$ cat config.mk
export PLATFORM = sky130hd
export DESIGN_NAME = ztpipe_sram
export DESIGN_NICKNAME = d
export VERILOG_FILES = /design/src/rtl/ztp_pkg.sv /design/src/rtl/ztp_mem_array.sv /design/src/rtl/ztp_burst_gen.sv /design/src/rtl/ztp_data_pipe.sv /design/src/rtl/ztpipe_sram.sv
export SDC_FILE = /design/constraint.sdc
export NUM_CORES = 1
export LEC_CHECK = 0
export BUFFER_PORTS_ARGS = -buffer_cell sky130_fd_sc_hd__buf_4
export CAP_MARGIN = 30
export CORE_MARGIN = 2
export CORE_UTILIZATION = 45
export CTS_CLUSTER_SIZE = 28
export DETAILED_ROUTE_END_ITERATION = 7
export GPL_ROUTABILITY_DRIVEN = 1
export PLACE_DENSITY = 0.57
export SETUP_SLACK_MARGIN = 0.1
export SLEW_MARGIN = 5
export SYNTH_ARGS = -nofsm -noshare
export SYNTH_HDL_FRONTEND = slang
export SYNTH_SLANG_ARGS = --single-unit
$ cat constraint.sdc
create_clock -name clk -period 4.55 [get_ports clk]
set_input_delay 0.91 -clock clk [delete_from_list [all_inputs] [get_ports clk]]
set_output_delay 0.91 -clock clk [all_outputs]
set_load 0.03 [all_outputs]
$ cat src/rtl/ztp_pkg.sv
`timescale 1ns/1ps
package ztp_pkg;

   typedef enum logic [1:0] {
      OP_IDLE = 2'd0,
      OP_RD   = 2'd1,
      OP_WR   = 2'd2
   } op_e;

   // width of the burst offset field in the address
   localparam int unsigned BURST_W = 2;

   // low address bits for beat 'step' of a burst that started at 'start'
   function automatic logic [BURST_W-1:0] burst_offset(
      input logic [BURST_W-1:0] start,
      input logic [BURST_W-1:0] step,
      input logic               ilv
   );
      return ilv ? (start ^ step) : (start + step);
   endfunction

endpackage

$ cat src/rtl/ztp_mem_array.sv
`timescale 1ns/1ps
module ztp_mem_array #(
   parameter int unsigned ADDR_W = 6,
   parameter int unsigned DATA_W = 18,
   parameter int unsigned LANE_W = 9
) (
   input  logic              clk,
   input  logic              we,
   input  logic [ADDR_W-1:0] addr,
   input  logic [DATA_W-1:0] wdata,
   output logic [DATA_W-1:0] rdata
);
   localparam int unsigned DEPTH = 1 << ADDR_W;
   localparam int unsigned LANES = DATA_W / LANE_W;

   if (DATA_W % LANE_W != 0) begin : g_bad_lane
      $error("DATA_W must be a whole number of lanes");
   end

   // one storage array per byte lane
   for (genvar g = 0; g < LANES; g++) begin : g_lane
      logic [LANE_W-1:0] cells [DEPTH];

      always_ff @(posedge clk) begin
         if (we) cells[addr] <= wdata[g*LANE_W +: LANE_W];
      end

      assign rdata[g*LANE_W +: LANE_W] = cells[addr];
   end

endmodule

$ cat src/rtl/ztp_burst_gen.sv
`timescale 1ns/1ps
module ztp_burst_gen
   import ztp_pkg::*;
#(
   parameter int unsigned ADDR_W = 6
) (
   input  logic              clk,
   input  logic              rst_n,
   input  logic              flush,
   input  logic              adv,
   input  logic              selected,
   input  logic [ADDR_W-1:0] ld_addr,
   input  logic              ld_read,
   input  logic              ilv,
   output op_e               cur_op,
   output logic [ADDR_W-1:0] cur_addr
);
   localparam int unsigned HI_W = ADDR_W - BURST_W;

   if (ADDR_W <= BURST_W) begin : g_bad_addr
      $error("ADDR_W must exceed the burst field width");
   end

   logic [ADDR_W-1:0]  base_q;
   logic [BURST_W-1:0] step_q;
   op_e                dir_q;   // direction of the open burst, IDLE if none
   op_e                op_q;    // command for the current beat

   always_ff @(posedge clk or negedge rst_n) begin
      if (!rst_n) begin
         base_q <= '0;
         step_q <= '0;
         dir_q  <= OP_IDLE;
         op_q   <= OP_IDLE;
      end else if (flush) begin
         dir_q <= OP_IDLE;
         op_q  <= OP_IDLE;
      end else if (!adv) begin
         if (selected) begin
            base_q <= ld_addr;
            step_q <= '0;
            dir_q  <= ld_read ? OP_RD : OP_WR;
            op_q   <= ld_read ? OP_RD : OP_WR;
         end else begin
            dir_q <= OP_IDLE;
            op_q  <= OP_IDLE;
         end
      end else if (dir_q != OP_IDLE) begin
         step_q <= step_q + 1'b1;
         op_q   <= dir_q;
      end else begin
         op_q <= OP_IDLE;
      end
   end

   assign cur_op   = op_q;
   assign cur_addr = {base_q[ADDR_W-1 -: HI_W],
                      burst_offset(base_q[BURST_W-1:0], step_q, ilv)};

   assert_lin_step_R4: assert property (@(posedge clk) disable iff (!rst_n)
      adv && !flush && dir_q != OP_IDLE && !ilv
      |=> cur_addr[BURST_W-1:0] == $past(cur_addr[BURST_W-1:0]) + 2'd1);

   assert_ilv_first_R5: assert property (@(posedge clk) disable iff (!rst_n)
      adv && !flush && dir_q != OP_IDLE && ilv && step_q == '0
      |=> cur_addr[BURST_W-1:0] == ($past(cur_addr[BURST_W-1:0]) ^ 2'd1));

   assert_hold_dir_R6: assert property (@(posedge clk) disable iff (!rst_n)
      adv && !flush && dir_q != OP_IDLE
      |=> $stable(cur_addr[ADDR_W-1:BURST_W]) && cur_op == $past(dir_q));

   assert_desel_R7: assert property (@(posedge clk) disable iff (!rst_n)
      !adv && !selected && !flush |=> cur_op == OP_IDLE);

endmodule

$ cat src/rtl/ztp_data_pipe.sv
`timescale 1ns/1ps
module ztp_data_pipe
   import ztp_pkg::*;
#(
   parameter int unsigned ADDR_W = 6,
   parameter int unsigned DATA_W = 18
) (
   input  logic              clk,
   input  logic              rst_n,
   input  logic              flush,
   input  op_e               in_op,
   input  logic [ADDR_W-1:0] in_addr,
   output logic              mem_we,
   output logic [ADDR_W-1:0] mem_addr,
   input  logic [DATA_W-1:0] mem_rdata,
   output logic              launch_q,
   output logic [DATA_W-1:0] rd_q
);
   op_e               op2_q;
   logic [ADDR_W-1:0] addr2_q;

   always_ff @(posedge clk or negedge rst_n) begin
      if (!rst_n) begin
         op2_q    <= OP_IDLE;
         addr2_q  <= '0;
         launch_q <= 1'b0;
         rd_q     <= '0;
      end else if (flush) begin
         op2_q    <= OP_IDLE;
         launch_q <= 1'b0;
      end else begin
         op2_q    <= in_op;
         addr2_q  <= in_addr;
         launch_q <= (op2_q == OP_RD);
         if (op2_q == OP_RD) rd_q <= mem_rdata;
      end
   end

   // data phase: the write lands on the same edge a read would launch
   assign mem_we   = (op2_q == OP_WR) && !flush;
   assign mem_addr = addr2_q;

   assert_rd_launch_R2: assert property (@(posedge clk) disable iff (!rst_n)
      op2_q == OP_RD && !flush |=> launch_q);

   assert_wr_quiet_R2: assert property (@(posedge clk) disable iff (!rst_n)
      op2_q == OP_WR |=> !launch_q);

   assert_flush_R9: assert property (@(posedge clk) disable iff (!rst_n)
      flush |=> op2_q == OP_IDLE && !launch_q);

endmodule

$ cat src/rtl/ztpipe_sram.sv
`timescale 1ns/1ps
module ztpipe_sram
   import ztp_pkg::*;
#(
   parameter int unsigned ADDR_W = 6,
   parameter int unsigned DATA_W = 18,
   parameter int unsigned LANE_W = 9
) (
   input  logic              clk,
   input  logic              rst_n,
   input  logic              sel_a_n,
   input  logic              sel_b,
   input  logic              sel_c_n,
   input  logic              adv,
   input  logic              rd_wr_n,
   input  logic [ADDR_W-1:0] addr,
   input  logic              burst_ilv,
   input  logic              oe_n,
   input  logic              sleep,
   input  logic [DATA_W-1:0] dq_in,
   output logic [DATA_W-1:0] dq_out,
   output logic              dq_drive
);
   logic              selected;
   op_e               beat_op;
   logic [ADDR_W-1:0] beat_addr;
   logic              mem_we;
   logic [ADDR_W-1:0] mem_addr;
   logic [DATA_W-1:0] mem_rdata;
   logic              launch_q;

   assign selected = !sel_a_n && sel_b && !sel_c_n;

   ztp_burst_gen #(.ADDR_W(ADDR_W)) u_burst (
      .clk      (clk),
      .rst_n    (rst_n),
      .flush    (sleep),
      .adv      (adv),
      .selected (selected),
      .ld_addr  (addr),
      .ld_read  (rd_wr_n),
      .ilv      (burst_ilv),
      .cur_op   (beat_op),
      .cur_addr (beat_addr)
   );

   ztp_data_pipe #(.ADDR_W(ADDR_W), .DATA_W(DATA_W)) u_pipe (
      .clk       (clk),
      .rst_n     (rst_n),
      .flush     (sleep),
      .in_op     (beat_op),
      .in_addr   (beat_addr),
      .mem_we    (mem_we),
      .mem_addr  (mem_addr),
      .mem_rdata (mem_rdata),
      .launch_q  (launch_q),
      .rd_q      (dq_out)
   );

   ztp_mem_array #(.ADDR_W(ADDR_W), .DATA_W(DATA_W), .LANE_W(LANE_W)) u_mem (
      .clk   (clk),
      .we    (mem_we),
      .addr  (mem_addr),
      .wdata (dq_in),
      .rdata (mem_rdata)
   );

   // bus release from output enable and sleep is not clocked
   assign dq_drive = launch_q && !oe_n && !sleep;

   assert_sleep_idle_R9: assert property (@(posedge clk) disable iff (!rst_n)
      sleep |=> !launch_q && beat_op == OP_IDLE);

   assert_reset_quiet_R10: assert property (@(posedge clk)
      !rst_n |-> !launch_q);

endmodule

[After elaboration in Yosys (flattened, before gate mapping)]
Memory sizes are Yosys's and may differ from the RTL's. A register that Yosys moved wholly into a read port is not among the register bits.
Cells that the tools add are included.
Widths: inputs -> output; s select.
Word-level totals
  register bits: 21
  memory bits (writable): 1152
  input port bits: 34
  output and inout port bits: 19
  logic and storage cells: 49
  memories kept: 2
Operators by class
  add/sub/neg operators: 2
  equal/unequal tests: 4
  multiplexer cells: 15
  bitwise operators: 3
  reductions and logical operators: 16
Memories
  u_mem.g_lane[0].cells: words 64, bits a word 9, rd ports 1, clocked after Yosys merged registers in 1, write ports 1, line ztp_mem_array.sv:22  | logic [LANE_W-1:0] cells [DEPTH];
  u_mem.g_lane[1].cells: words 64, bits a word 9, rd ports 1, clocked after Yosys merged registers in 1, write ports 1, line ztp_mem_array.sv:22
Operators with widths (count)
  $mux 2: 12
  $logic_not 1->1: 6
  $reduce_and 3->1: 2
  $logic_and 1x1->1: 5
  $ne 2x1->1 const B: 2
  $reduce_bool 2->1: 2
  $mux 1: 3
  $add 2x1->2 const B: 1
  $add 2x2->2: 1
  $eq 2x1->1 const B: 1
  $eq 2x2->1 const B: 1
  $not 1->1: 2
  $reduce_and 2->1: 1
  $xor 2x2->2: 1

[Logic depth before layout (Yosys ltp)]
Gate-level depths: netlist of run 1.
  depth in word-level cells: 6
  depth in mapped cells: 11

[Cells and area by module]
From an unflattened synthesis of run 1, not the netlist that was laid out.
Second synthesis, totals
  cell total of the unflattened synthesis: 2559
  area total of the unflattened synthesis: 45766.4 µm²
By module, submodules not included
  ztp_mem_array: instances 1, cells an instance 2452, area each 44101.0 µm², seq. area each 34593.2 µm²
  ztp_data_pipe: instances 1, cells an instance 58, area each 1059.8 µm², seq. area each 675.6 µm²
  ztp_burst_gen: instances 1, cells an instance 47, area each 580.6 µm², seq. area each 300.3 µm²
  ztpipe_sram: instances 1, cells an instance 2, area each 25.0 µm², seq. area each 0.0 µm²

[Worst setup path after synthesis of run 1]
Ideal clock, no wire load.
  path kind: input-to-output
  start point: input sleep
  end point: output dq_drive
  arrival time: 2.050 ns
  required time: 3.640 ns
  path slack: 1.590 ns
  cell stages on the path: 3
  path buffers: 2
  cell sequence: clkbuf_1 -> clkbuf_1 -> nor3b_1
Between the ends
  word-level cells in the longest chain between the ends: 2
RTL lines
  start: declaration: line ztpipe_sram.sv:19  | input logic sleep,
  $logic_not 1->1: line ztpipe_sram.sv:69  | assign dq_drive = launch_q && !oe_n && !sleep;
  $logic_and 1x1->1: line ztpipe_sram.sv:69
  end: declaration: line ztpipe_sram.sv:22  | output logic dq_drive
Every way passes these cells.

==> results of run 1 <==
## logic make-up (layout without fill, tap and decap cells)
group,Yosys count,count (layout),share of synthesized area
xor gates and xnor gates,2,2,0.000383
muxes,288,288,0.101
adders and majority gates,1,1,0.000273
other,0,2,0
buffers and inverters,162,428,0.0182
and+or+nand+nor,313,313,0.0297
AOI/OAI and AO/OA,456,456,0.0730
DFF,1191,1191,0.777
## worst max-delay path by stage
stage                       to  slack, ps  cells after the start
2_1_floorplan         dq_drive       1590                      3
3_3_place_gp   u_pipe.rd_q[13]        770                      7
3_5_place_dp   u_pipe.rd_q[13]        800                      7
4_1_cts        u_pipe.rd_q[13]        790                      7
5_1_grt        u_pipe.rd_q[13]        680                      7
6_report       u_pipe.rd_q[13]        810                      7
## power groups by stage
stage	Combinational (mW)	Clock (mW)	Sequential, mW
after global routing	5.74	10.3	12.4
after detailed placement	5.47	0	12.6
after floorplan	3.28	0	12.4
after CTS	5.48	9.89	12.4
final	5.55	9.74	12.4
after global placement	5.43	0	12.6
## cell type report
class,instances,area (sq um),share of cell area
Inverter,4,15.0,0.000287
Multi-Input combinational cell,1060,9560,0.182
Sequential cell,1191,35600,0.679
Clock buffer,153,3220,0.0615
Antenna cell,2,5.00,0.0000955
Timing Repair Buffer,204,1680,0.0321
Tap cell,1357,1700,0.0324
Clock inverter,67,639,0.0122
## metal layers
layer | GRT usage | routed length (microns) | part of all wire | up-vias
met5 | 0 | 46 | 0.00033 | -
met2 | 0.408 | 63100 | 0.46 | 1561
met4 | 0.0942 | 5610 | 0.041 | 6
met1 | 0.366 | 54100 | 0.39 | 13500
li1 | - | - | - | 10300
met3 | 0.0659 | 14900 | 0.11 | 289
## metrics by stage
stage               total power [mW]  instances  area [sq um]  hold slack [ps]  worst slack [ps]
global placement                18.0       3810         48500              467               768
floorplan                       15.7       2413         45800              439              1590
finish                          27.7       4038         52400              236               805
detailed placement              18.1       3815         48500              468               803
global route                    28.4       4036         52400              247               676
CTS                             27.7       4035         52400              212               789
## placed cells by master (no fill, tap or decap), types with 54 or more instances in the layout
cell and count:
edfxtp_1 1152, buf_4 190, a221oi_1 143, clkbuf_16 124, mux2i_1 113, mux4_2 113
nor2_1 94, nand2_1 73, o21ai_0 67, nor2_2 66, a21oi_1 59, a22oi_1 54
## worst reg2reg max path: stages (launching register included)
cell	delay (ps)
dfrtp_4	890
inv_2	530
buf_4	360
a221oi_1	450
a221oi_1	170
o21ai_0	610
o2111a_1	430
a41oi_1	160
## state kept, by name, indices dropped and copies added (netlist names)
| signal | cells |
|---|---|
| u_mem.g_lane.cells | 1152 |
| u_pipe.rd_q | 18 |
| u_burst.base_q | 6 |
| u_pipe.mem_addr | 6 |
| u_burst.cur_op | 2 |
| u_burst.dir_q | 2 |
| u_burst.step_q | 2 |
| u_pipe.op2_q | 2 |
| u_pipe.launch_q | 1 |
==> impl_metrics.csv, run 1 <==
group,metric,value,unit
worst_setup_path,reg2reg_to,"u_pipe.rd_q[13]",
synthesis,yosys_register_bits,1191,
cts,clk_transition_reported_paths,60,ps
floorplanning,dieArea,0.104,sq mm
cts,post_cts_resized,0,
cts,ctsHoldBuffers,0,
floorplanning,die_h,323,microns
synthesis,synth_top_area_cell,"edfxtp_1",
power_and_ir_drop,power_switching,7.99,mW
cts,clock_latency,730,ps
worst_setup_path,cp_top_family,"compound AO/OA/AOI/OAI gates",
cells_and_area,nNetsFinal,2616,
synthesis,synth_area_leaders,"edfxtp_1 (76%), mux4_2 (5.6%), a221oi_1 (2.7%)",
cts,cts.path.max_buffers,3,
cells_and_area,fillers,8046,
worst_setup_path,cp.required,5090,ps
worst_setup_path,reg2regPathDepth,7,
worst_setup_path,cp_max_fo,27,
power_and_ir_drop,intPower,19.7,mW
cts,cts_max_level,3,
floorplanning,start_util,0.456,
floorplanning,rows,116,
synthesis,netlist_area,0.0458,sq mm
place,gp_congestion,0.916,
power_and_ir_drop,swShare,0.289,
sta,finalCritPeriodShare,0.823,
worst_setup_path,critPathKind,"reg -> reg",
sta,setup_violations,0,
sta,layout_min_cycle_time,3740,ps
global_routing,antenna_found_initial,10,
synthesis,ys_top_cells_by_count,"edfxtp_1 (1152), nor2_1 (161), a221oi_1 (143)",
cts,tritoncts,"built",
cts,numCtsBuffers,120,
sta,timing.slew.headroom,0.271,
power_and_ir_drop,irDropWorstVdd,0.346,mV
worst_setup_path,endpoint_kind,"flip-flop",
power_and_ir_drop,power_density,528,mW/mm^2
detailed_routing,drtIter0Drc,3725,
sta,fin_worst_skew,46.8,ps
worst_setup_path,path_cells,"inv_2 > buf_4 > a221oi_1 > a221oi_1 > o21ai_0 > o2111a_1 > a41oi_1",
synthesis,synth_nets,2448,
detailed_routing,wl,138,mm
floorplanning,core-area,0.100,sq mm
detailed_routing,num_vias,25700,
detailed_routing,via_per_inst,6.35,
worst_setup_path,critPathLaunch,"u_pipe.mem_addr[0]",
synthesis,synth_cell_types,64,
floorplanning,ioPinCount,53,
min_path,hp-class,"in -> async",
power_and_ir_drop,p_seq_frac,0.448,
worst_setup_path,crit_buf_inv,2,
power_and_ir_drop,power_frac_comb,0.200,
cts,cts-root-buf,"clkbuf_16",
worst_setup_path,cpMostUsedCell,"a221oi_1",
cells_and_area,drive_above_1_share,0.230,
global_routing,grt.total_usage,0.264,
global_routing,grt_max_degree,65,
sta,slew_viol_final,0,
worst_setup_path,arrival,4290,ps
cells_and_area,final_util,0.522,
synthesis,synth.avg_cell_area,19.0,sq um
sta,hold_viol,0,
synthesis,synth_top_area_share,0.756,
detailed_routing,drc,0,
place,hpwlAfterDp,81.0,mm
synthesis,synth_ff_type,"edfxtp_1",
synthesis,synth_cells,2413,
sta,rsz0062_at_grt,"no",
worst_setup_path,slowest_stage,"dfrtp_4",
flow_run,drv_cap,0,
cells_and_area,areaGrowthSynthToFinish,14.5,%
cts,cts_sinks,1191,
sta,tightest_slew,1080,ps
worst_setup_path,cp-start-kind,"flip-flop",
worst_setup_path,r2r_start,"u_pipe.mem_addr[0]",
global_routing,grt_pass1_vias,24700,
power_and_ir_drop,p_leak,16.7,nW
synthesis,yosysMostFrequentCell,"edfxtp_1",
synthesis,ys_warn_count,0,
synthesis,async_reset_ff_frac,0.0327,
synthesis,ys_seq_area_frac,0.777,
global_routing,grt_pass1_wl,192,mm
sta,fmax,0.267,GHz
detailed_routing,wire_per_inst,34.1,microns
detailed_routing,dr.pass1.iters,7,
cts,cts_setup_buffers,0,
worst_setup_path,r2r_slack,810,ps
detailed_routing,final_antenna_net_count,0,
worst_setup_path,cpPeakStageDelay,890,ps
floorplanning,die_width,323,microns
synthesis,synth-edff-count,1152,
status,status,"finished, final reports clean",
sta,fin_tns_setup,0,ps
power_and_ir_drop,p_clk_frac,0.352,
place,port_buffers,52,
global_routing,grt_overflow,0,
Power figures use the tool's default switching activity.
==> run 2: changes to the inputs <==
--- a/config.mk
+++ b/config.mk
@@ -12,7 +12,7 @@
 export CTS_CLUSTER_SIZE = 28
 export DETAILED_ROUTE_END_ITERATION = 7
 export GPL_ROUTABILITY_DRIVEN = 1
-export PLACE_DENSITY = 0.57
+export PLACE_DENSITY = 0.59
 export SETUP_SLACK_MARGIN = 0.1
 export SLEW_MARGIN = 5
 export SYNTH_ARGS = -nofsm -noshare
==> constraint.sdc (replaced) <==
create_clock -name clk -period 3.22 [get_ports clk]
set_input_delay 0.644 -clock clk [delete_from_list [all_inputs] [get_ports clk]]
set_output_delay 0.644 -clock clk [all_outputs]
set_load 0.03 [all_outputs]
==> run 2 against run 1 <==
  * Clock skew shrank 18 ps
  * Cell area up 3.0%
  * Via count grew 0.76%
  * Routed wire length down 1.6%
  * Critical path type unchanged
  * Register-to-register slack worse by 640 ps
  * Largest cell class unchanged
  * Die area unchanged
  * Fmax is 23% higher
==> impl_metrics.csv, run 2 (same netlist as run 1, synthesis figures left out) <==
group,metric,value,unit
global_routing,grt_overflow,0,
global_routing,grt.total_usage,0.260,
status,status,"finished, final reports clean",
sta,fin_tns_setup,0,ps
floorplanning,ioPinCount,53,
flow_run,drv_cap,0,
worst_setup_path,critPathKind,"reg -> reg",
worst_setup_path,cp-start-kind,"flip-flop",
sta,layout_min_cycle_time,3060,ps
detailed_routing,dr.pass1.iters,6,
worst_setup_path,path_cells,"buf_12 > mux2i_1 > o22ai_1 > o21ai_0 > nand4_1 > a21oi_1 > a31oi_1",
power_and_ir_drop,p_total,39.3,mW
cells_and_area,reg_top3,"u_mem.g_lane.cells: 1152 flops, u_pipe.rd_q: 18 flops",
sta,worst_slack,165,ps
worst_setup_path,cpPeakStageDelay,650,ps
cts,tritoncts,"built",
floorplanning,start_util,0.456,
place,gp_congestion,0.931,
cells_and_area,largest_reg_flops,1152,
power_and_ir_drop,p_leak,17.3,nW
worst_setup_path,endpoint_kind,"flip-flop",
cts,cts_sinks,1191,
cts,clock_latency,710,ps
sta,fin_worst_skew,29.0,ps
detailed_routing,wl,136,mm
place,port_buffers,52,
detailed_routing,via_per_inst,6.25,
cells_and_area,final_common_cell,"edfxtp_1",
sta,timing.slew.headroom,0.324,
cts,cts.path.max_buffers,3,
worst_setup_path,slowest_stage,"o21ai_0",
detailed_routing,num_vias,25800,
sta,hold_viol,0,
place,dp_slack,112,ps
worst_setup_path,arrival,3630,ps
detailed_routing,wire_per_inst,32.8,microns
worst_setup_path,cp_top_family,"compound AO/OA/AOI/OAI gates",
worst_setup_path,cp.required,3800,ps
cts,clk_transition_reported_paths,60,ps
floorplanning,die_h,323,microns
floorplanning,dieArea,0.104,sq mm
floorplanning,core-area,0.100,sq mm
floorplanning,rows,116,
min_path,hp-class,"in -> reg",
sta,tightest_slew,988,ps
cts,cts-root-buf,"clkbuf_16",
cts,cts_max_level,3,
cells_and_area,final_cell_mix,"edfxtp_1 (1152), buf_4 (209), a221oi_1 (143)",
cells_and_area,drive_above_1_share,0.255,
sta,slew_viol_final,0,
sta,hold_ws,144,ps
sta,fmax,0.327,GHz
worst_setup_path,crit_buf_inv,1,
detailed_routing,drc,0,
sta,setup_violations,0,
global_routing,grt_pass1_vias,24900,
sta,rsz0062_at_grt,"no",
global_routing,grt_max_degree,65,
global_routing,grt_pass1_wl,191,mm
cts,numCtsBuffers,118,
power_and_ir_drop,irDropWorstVdd,0.532,mV
place,dp.cells,3903,
worst_setup_path,cp_max_fo,41,
cells_and_area,stdcell_count,4135,
cells_and_area,nNetsFinal,2705,
place,hpwlAfterDp,82.1,mm
sta,finalCritPeriodShare,0.949,
cells_and_area,top_register,"u_mem.g_lane.cells",
cells_and_area,areaGrowthSynthToFinish,17.9,%
global_routing,antenna_found_initial,5,
detailed_routing,final_antenna_net_count,0,
power_and_ir_drop,power_density,729,mW/mm^2
detailed_routing,drtIter0Drc,3695,
floorplanning,die_width,323,microns
==> run 2: cell count changes in the layout (fill, tap and decap cells not counted), sizes merged, moves of 2 or more <==
cell | previous run | this run
clkinv | 50 | 57
clkinvlp | 4 | 7
buf | 204 | 293
inv | 5 | 9
clkbuf | 153 | 145
diode | 2 | 4
==> run 2: worst paths after layout <==
| path | start | end | slack (ps) | cells past startpoint |
|---|---|---|---|---|
| min | addr[5] | u_burst.base_q[5] | 140 | 3 |
| max reg2reg | u_pipe.mem_addr[0] | u_pipe.rd_q[5] | 160 | 7 |
| max | u_pipe.mem_addr[0] | u_pipe.rd_q[5] | 160 | 7 |
| min reg2reg | u_burst.base_q[2] | u_burst.base_q[2] | 490 | 2 |
| max in group asynchronous | rst_n | u_pipe.mem_addr[0] | 2270 | 2 |
| min in group asynchronous | rst_n | u_burst.base_q[1] | 480 | 2 |
==> run 2: worst min-delay path, cell delays in order <==
cell and delay [ps]:
buf_4 80, nand2_1 40, nand2_1 50
==> run 2: timing repair <==
item,4_1_cts,5_1_grt
gates resized for setup,2,2
endpoints found under the setup margin,2,4
hold buffers,1,0
hold endpoints to repair,39,0
buffers inserted,0,3
pin swaps,0,1
==> run 2: through the flow <==
stage,cell area (sq um),utilization
final,54000,0.537
after global routing,54000,0.537
after CTS,53900,0.537
after detailed placement,50100,0.499
after global placement,50100,0.499
after floorplan,45800,-
==> run 2: power by group <==
| group | internal, mW | switching (mW) |
|---|---|---|
| sequential | 17.1 | 0.266 |
| combinational | 3.21 | 5.24 |
| clock | 7.72 | 5.80 |
==> run 2: layout make-up <==
cell class | count | area [sq um]
fill | 7834 | 46500
clock inverter | 80 | 728
sequential | 1191 | 35600
multi-input combinational | 1060 | 9570
tap | 1357 | 1700
timing repair buffer | 295 | 3270
antenna | 4 | 10.0
inverter | 4 | 15.0
clock buffer | 144 | 3090
==> run 2: routing by layer <==
layer | vias up | part of all wire | routed length [microns] | global-route usage
met1 | 13600 | 0.40 | 53900 | 0.365
li1 | 10600 | - | - | -
met2 | 1427 | 0.46 | 63000 | 0.406
met5 | - | 0.00014 | 19 | 0
met3 | 261 | 0.099 | 13500 | 0.0566
met4 | 4 | 0.038 | 5170 | 0.0896
